File: src/rtl/divLoadPkg.sv
package divLoadPkg;
  // strobes from control to datapath, all in the system-clock domain
  typedef struct packed {
    logic shift;   // one-cycle: a shift-clock rising edge was seen
    logic bitIn;   // synchronized data bit
    logic load;    // level: synchronized enable is high
    logic pulse;   // one-cycle: enable rising edge
  } ctrlStrobes_t;
endpackage

File: src/rtl/divLoadCtrl.sv
module divLoadCtrl
  import divLoadPkg::*;
#(
  parameter int SYNC_STAGES = 2
) (
  input  logic         clk,
  input  logic         rstN,
  input  logic         sclkIn,
  input  logic         sdataIn,
  input  logic         latchEnIn,
  output ctrlStrobes_t strb
);
  localparam int SIG_W = 3;

  logic [SIG_W-1:0] syncPipe [SYNC_STAGES];
  logic sclkSync, dataSync, enSync;
  logic sclkPrev, enPrev;

  assign {enSync, dataSync, sclkSync} = syncPipe[SYNC_STAGES-1];

  always_ff @(posedge clk or negedge rstN) begin
    if (!rstN) begin
      for (int i = 0; i < SYNC_STAGES; i++) syncPipe[i] <= '0;
      sclkPrev <= 1'b0;
      enPrev   <= 1'b0;
    end else begin
      syncPipe[0] <= {latchEnIn, sdataIn, sclkIn};
      for (int i = 1; i < SYNC_STAGES; i++) syncPipe[i] <= syncPipe[i-1];
      sclkPrev <= sclkSync;
      enPrev   <= enSync;
    end
  end

  always_comb begin
    strb.shift = sclkSync & ~sclkPrev;
    strb.bitIn = dataSync;
    strb.load  = enSync;
    strb.pulse = enSync & ~enPrev;
  end

  // a held-high shift clock yields a single shift
  a_r2_single_shift: assert property (@(posedge clk) disable iff (!rstN)
    strb.shift |=> !strb.shift);
  // a held-high enable yields a single pulse
  a_r7_single_pulse: assert property (@(posedge clk) disable iff (!rstN)
    strb.pulse |=> !strb.pulse);
endmodule

File: src/rtl/divLoadDatapath.sv
module divLoadDatapath
  import divLoadPkg::*;
#(
  parameter int R_W = 14,
  parameter int N_W = 10,
  parameter int A_W = 7
) (
  input  logic           clk,
  input  logic           rstN,
  input  ctrlStrobes_t   strb,
  output logic [R_W-1:0] rValue,
  output logic [N_W-1:0] nValue,
  output logic [A_W-1:0] aValue,
  output logic           rUpdate,
  output logic           naUpdate
);
  localparam int NA_W   = N_W + A_W;
  localparam int DATA_W = (R_W > NA_W) ? R_W : NA_W;
  localparam int SR_W   = DATA_W + 1;

  logic [SR_W-1:0] shiftReg;
  logic [R_W-1:0]  rLatch;
  logic [N_W-1:0]  nLatch;
  logic [A_W-1:0]  aLatch;
  logic            ctlBit;

  assign ctlBit = shiftReg[0];

  always_ff @(posedge clk or negedge rstN) begin
    if (!rstN) shiftReg <= '0;
    else if (strb.shift) shiftReg <= {shiftReg[SR_W-2:0], strb.bitIn};
  end

  always_ff @(posedge clk or negedge rstN) begin
    if (!rstN) begin
      rLatch <= '0;
      nLatch <= '0;
      aLatch <= '0;
    end else if (strb.load) begin
      if (ctlBit) begin
        rLatch <= shiftReg[R_W:1];
      end else begin
        nLatch <= shiftReg[NA_W:A_W+1];
        aLatch <= shiftReg[A_W:1];
      end
    end
  end

  always_ff @(posedge clk or negedge rstN) begin
    if (!rstN) begin
      rUpdate  <= 1'b0;
      naUpdate <= 1'b0;
    end else begin
      rUpdate  <= strb.pulse & ctlBit;
      naUpdate <= strb.pulse & ~ctlBit;
    end
  end

  assign rValue = rLatch;
  assign nValue = nLatch;
  assign aValue = aLatch;

  // no shift-clock edge, no change in the shift register
  a_r2_idle_hold: assert property (@(posedge clk) disable iff (!rstN)
    !strb.shift |=> $stable(shiftReg));
  // enable low keeps every held value
  a_r5_latch_hold: assert property (@(posedge clk) disable iff (!rstN)
    !strb.load |=> ($stable(rLatch) && $stable(nLatch) && $stable(aLatch)));
  // a reference load leaves the pair alone
  a_r6_r_spares_na: assert property (@(posedge clk) disable iff (!rstN)
    (strb.load && ctlBit) |=> ($stable(nLatch) && $stable(aLatch)));
  // a pair load leaves the reference alone
  a_r6_na_spares_r: assert property (@(posedge clk) disable iff (!rstN)
    (strb.load && !ctlBit) |=> $stable(rLatch));
  // strobes exclusive and one cycle wide
  a_r7_exclusive: assert property (@(posedge clk) disable iff (!rstN)
    !(rUpdate && naUpdate));
  a_r7_one_cycle: assert property (@(posedge clk) disable iff (!rstN)
    (rUpdate || naUpdate) |=> !(rUpdate || naUpdate));
endmodule

File: src/rtl/divLatchLoader.sv
module divLatchLoader
  import divLoadPkg::*;
#(
  parameter int R_W         = 14,
  parameter int N_W         = 10,
  parameter int A_W         = 7,
  parameter int SYNC_STAGES = 2
) (
  input  logic           clk,
  input  logic           rstN,
  input  logic           sclkIn,
  input  logic           sdataIn,
  input  logic           latchEnIn,
  output logic [R_W-1:0] rValue,
  output logic [N_W-1:0] nValue,
  output logic [A_W-1:0] aValue,
  output logic           rUpdate,
  output logic           naUpdate
);
  ctrlStrobes_t strb;

  divLoadCtrl #(.SYNC_STAGES(SYNC_STAGES)) u_ctrl (
    .clk(clk), .rstN(rstN), .sclkIn(sclkIn), .sdataIn(sdataIn),
    .latchEnIn(latchEnIn), .strb(strb)
  );

  divLoadDatapath #(.R_W(R_W), .N_W(N_W), .A_W(A_W)) u_dp (
    .clk(clk), .rstN(rstN), .strb(strb),
    .rValue(rValue), .nValue(nValue), .aValue(aValue),
    .rUpdate(rUpdate), .naUpdate(naUpdate)
  );
endmodule

File: config.mk
export PLATFORM = sky130hd
export DESIGN_NAME = divLatchLoader
export DESIGN_NICKNAME = d
export VERILOG_FILES = /design/src/rtl/divLoadPkg.sv /design/src/rtl/divLoadCtrl.sv /design/src/rtl/divLoadDatapath.sv /design/src/rtl/divLatchLoader.sv
export SDC_FILE = /design/constraint.sdc
export NUM_CORES = 1
export LEC_CHECK = 0
export ABC_AREA = 0
export BUFFER_PORTS_ARGS = -buffer_cell sky130_fd_sc_hd__buf_2
export CORE_ASPECT_RATIO = 0.7
export CORE_MARGIN = 2
export CORE_UTILIZATION = 45
export DETAILED_ROUTE_END_ITERATION = 12
export PLACE_DENSITY = 0.66
export RECOVER_POWER = 25
export SYNTH_ARGS = -nofsm -noshare
export SYNTH_HDL_FRONTEND = slang
export SYNTH_SLANG_ARGS = --single-unit
File: constraint.sdc
create_clock -name clk -period 3 [get_ports clk]
set_input_delay 0.6 -clock clk [delete_from_list [all_inputs] [get_ports clk]]
set_output_delay 0.6 -clock clk [all_outputs]
set_load 0.01 [all_outputs]
== Word-level counts from Yosys, hierarchy flattened ==
Cells that the tools add are included.

* Bits of input ports: 5
* Flip-flop bits (word level): 59

* Reduce and logical (&&, ||, !) cells: 2
* Bitwise operators: 7

{| class="wikitable"
|+ Operator list
! operator !! number
|-
| 1-bit bitwise AND || 4
|-
| 2-bit AND reduction || 2
|-
| 1-bit inverter || 3
|}

== Logic depth before layout (Yosys ltp) ==
* Word-level depth: 3
* Depth in mapped cells: 4
* Mapped depth without buffers: 2

== Hierarchy ==
A second synthesis with hierarchy kept.

* Cell total of the unflattened synthesis: 121
* Area total of the unflattened synthesis: 2,193.4 um^2

{| class="wikitable"
|+ Modules (own cells, without submodules)
! module !! area each (um^2) !! sequential area each (um^2) !! cells an instance !! instances
|-
| divLoadDatapath || 1,950.6 || 1,276.2 || 109 || 1
|-
| divLoadCtrl || 242.7 || 200.2 || 12 || 1
|}

== Worst setup path after synthesis ==
Ideal clock, no wire load.

* Kind: register to register
* Start: reg u_dp.shiftReg[0]
* End: reg u_dp.aLatch[0], in the netlist u_dp.aValue[0]
* Period minus slack after synthesis: 1,225 ps
* Data arrival time: 1,100 ps
* Slack: 1,775 ps
* Library setup time: 125 ps
* Path buffers: 2
* Stages on the path, launching flop included: 5
* Cells stage by stage: dfrtp_1 nand2b_1 buf_6 buf_12 mux2_4

* Longest elaborated chain between the ends: 2

{| class="wikitable"
|+ Ends and longest elaborated chain
! what !! line !! text
|-
| start: declaration || divLoadDatapath.sv:21 || <nowiki>logic [SR_W-1:0] shiftReg;</nowiki>
|-
| start signal: assignment || divLoadDatapath.sv:31 || <nowiki>else if (strb.shift) shiftReg <= {shiftReg[SR_W-2:0], strb.bitIn};</nowiki>
|-
| 1-bit inverter (no source line) || -- ||
|-
| 2-bit AND reduction (no source line) || -- ||
|-
| end signal: assignment || divLoadDatapath.sv:44 || <nowiki>aLatch <= shiftReg[A_W:1];</nowiki>
|-
| end: declaration || divLoadDatapath.sv:24 || <nowiki>logic [A_W-1:0] aLatch;</nowiki>
|}

No other way between the ends.
A chain may end at the register's enable or synchronous reset.

==> out/results.txt <==
Worst hold slack - 0.3449 ns
Hold Fails Final Rpt - 0
Site Rows - 21
Die H - 61.89 um
Clk sinks - 59
Peak supply drop - 0.4169 mV
CTS Root Cell - clkbuf_8
RSZ-0062 raised after global routing - no
Status - finished clean
Met2 GRT Util - 0.2319
Largest net degree at the start of global routing - 45
Final period util - 0.6148
Hold Crit Class - in2async
Crit start category - primary input
Post-synth top area cell - dfrtp_1
DP HPWL - 2356 um
Via density - 4.941
Setup TNS Final - 0 ns
# diodes - 0
Cells along the critical path - clkbuf_1 > clkbuf_2
Crit path arrival time - 2.14 ns
Syn Area/Cell - 18.26 um^2
Port bufs - 37
Yosys reg bits - 59
Worst Path Buf+Inv - 2
Slew HR - 0.3134
CTS tree - yes
# DRC - 0
Number of flops mapped to enable cells by yosys - 0
First-pass GRT wire length - 5754 um
Setup violations, final - 0
Required time of the worst setup path - 3.29 ns
Die area - 0.005366 mm^2
Clock latency on the worst-skew pair - 0.32 ns
Final slew viol count - 0
DRT iter0 DRCs - 41
Routing usage on met3 - 0.07398
GPL Wtd Cong - 0.7019
Ports - 38
CTS hold repair buffers - 0
Drt wl/cell - 15.76 um
Fill cell count - 380
Reg2reg path depth - 2
CP max FO - 44
Die W - 86.71 um
Total track usage - 0.1515
H-tree level count - 3
Largest cells by area after synthesis - dfrtp_1 69%, mux2_2 20%, mux2_4 7.0%
Placement Cell Area - 0.002374 mm^2
NumNets Final - 168
Initial Util - 0.4581
Crit-path slowest cell - clkbuf_2
Post-synth top flop - dfrtp_1
Vias in the first global route - 1152
Final Critical Period - 1.844 ns
Initial antenna violation count - 0
Post-synthesis sequential area ratio - 0.6852
Cell area after synthesis - 0.002155 mm^2
Via count - 1097
P_leak - 1.275 nW
Delay-heaviest family, CP - buffers and inverters
# resized after CTS - 0
P&R area growth vs syn - 16.90%
M1 GR Usage - 0.1812
Router iterations before antenna repair - 2
Top-count cell post-synth - dfrtp_1
Postcts setup bufs - 0
Max cap viols - 0
GR Overflow Total - 0
Post-synth ARST share - 1.000
F_max - 542.2 MHz
Syn Inst Count - 118
Slew @ Worst Pin - 1.030 ns
Clk_skew - 0.002895 ns
Yosys warns - 0
WP depth - 2
Biggest cell delay along the critical path - 0.91 ns
Post-route cell area - 0.002519 mm^2
Synthesized Nets - 123
Post-route ant nets - 0
Critical path endpoint category - async pin
Crit Path Class - in2async
Most Used Layer, Global Route - met2
CORE AREA - 0.004703 mm^2
Power Total - 2.486 mW
Netlist cell types - 12
Yosys top cell area share - 0.6852
TritonCTS Buffers - 9
Most frequent cells after synthesis - 59 x dfrtp_1, 39 x mux2_2, 10 x mux2_4
Clock slew at reported path FFs - 0.05 ns
Share of cells above drive strength 1 - 0.6000
Total routed wirelength - 3499 um
Power per cell area - 986.9 mW/mm^2
Longest Clk Path Bufs - 2
==> path summary, 6_finish.rpt <==
| check | slack, ns | startpoint | end |
|---|---|---|---|
| min reg2reg | 0.34 | u_ctrl.syncPipe[3] | u_ctrl.sclkSync |
| min in group clk | 0.35 | u_ctrl.syncPipe[3] | u_ctrl.sclkSync |
| max in group clk | 1.37 | u_ctrl.sclkPrev | u_dp.shiftReg[10] |
| min | 0.34 | rstN | u_dp.rValue[1] |
| max | 1.16 | rstN | u_ctrl.sclkSync |
| max reg2reg | 1.37 | u_ctrl.sclkPrev | u_dp.shiftReg[10] |
==> cell families after synthesis <==
kind of cell	Yosys count	share of synthesized area
buf+inv	5	0.02555
flops	59	0.6853
mux	49	0.2735
simple gates	5	0.01568
==> sequential cells by signal (all words and copies together) (netlist names) <==
name and flops:
u_dp.shiftReg 18, u_dp.rValue 14, u_dp.nValue 10, u_dp.aValue 7, u_ctrl.syncPipe 3, u_ctrl.strb 2, u_ctrl.enPrev 1, u_ctrl.sclkPrev 1
u_ctrl.sclkSync 1, u_dp.naUpdate 1, u_dp.rUpdate 1
==> power by group <==
part | switching [mW] | total [mW] | internal [mW]
logic | 0.270 | 0.653 | 0.383
registers | 0.185 | 1.27 | 1.08
clock network | 0.259 | 0.568 | 0.309
total | 0.714 | 2.49 | 1.77
==> area by class of cell <==
| type | instances | area, um^2 | area share |
|---|---|---|---|
| multi-input cells | 54 | 625.6 | 0.2484 |
| well taps | 57 | 71.32 | 0.02832 |
| flip-flops and latches | 59 | 1476 | 0.5862 |
| repair buffers | 39 | 196.4 | 0.07799 |
| clock buffers | 13 | 148.9 | 0.05912 |
==> layer usage <==
metal / wire length (um) / vias to the layer above
li1: - / 503
met1: 1591 / 554
met2: 1634 / 33
met3: 225 / 7
met4: 47 / 0
met5: 0 / -
==> cell usage in the layout, fill, tap and decap left out, types with 4 or more instances in the layout <==
cell / Yosys / final
buf_2: 1 / 36
dfrtp_1: 59 / 59
clkbuf_8: 0 / 10
mux2_2: 39 / 39
mux2_4: 10 / 10
clkbuf_1: 0 / 4
==> metrics by stage <==
| stage | instances | util | setup slack (ns) |
|---|---|---|---|
| after CTS | 222 | 0.5363 | 1.338 |
| after detailed placement | 209 | 0.5047 | 1.355 |
| after global placement | 209 | 0.5047 | 1.389 |
| after global routing | 222 | 0.5355 | 0.7743 |
| after floorplan | 118 | - | 1.775 |
| final | 222 | 0.5355 | 1.156 |
Power figures use the tool's default switching activity.
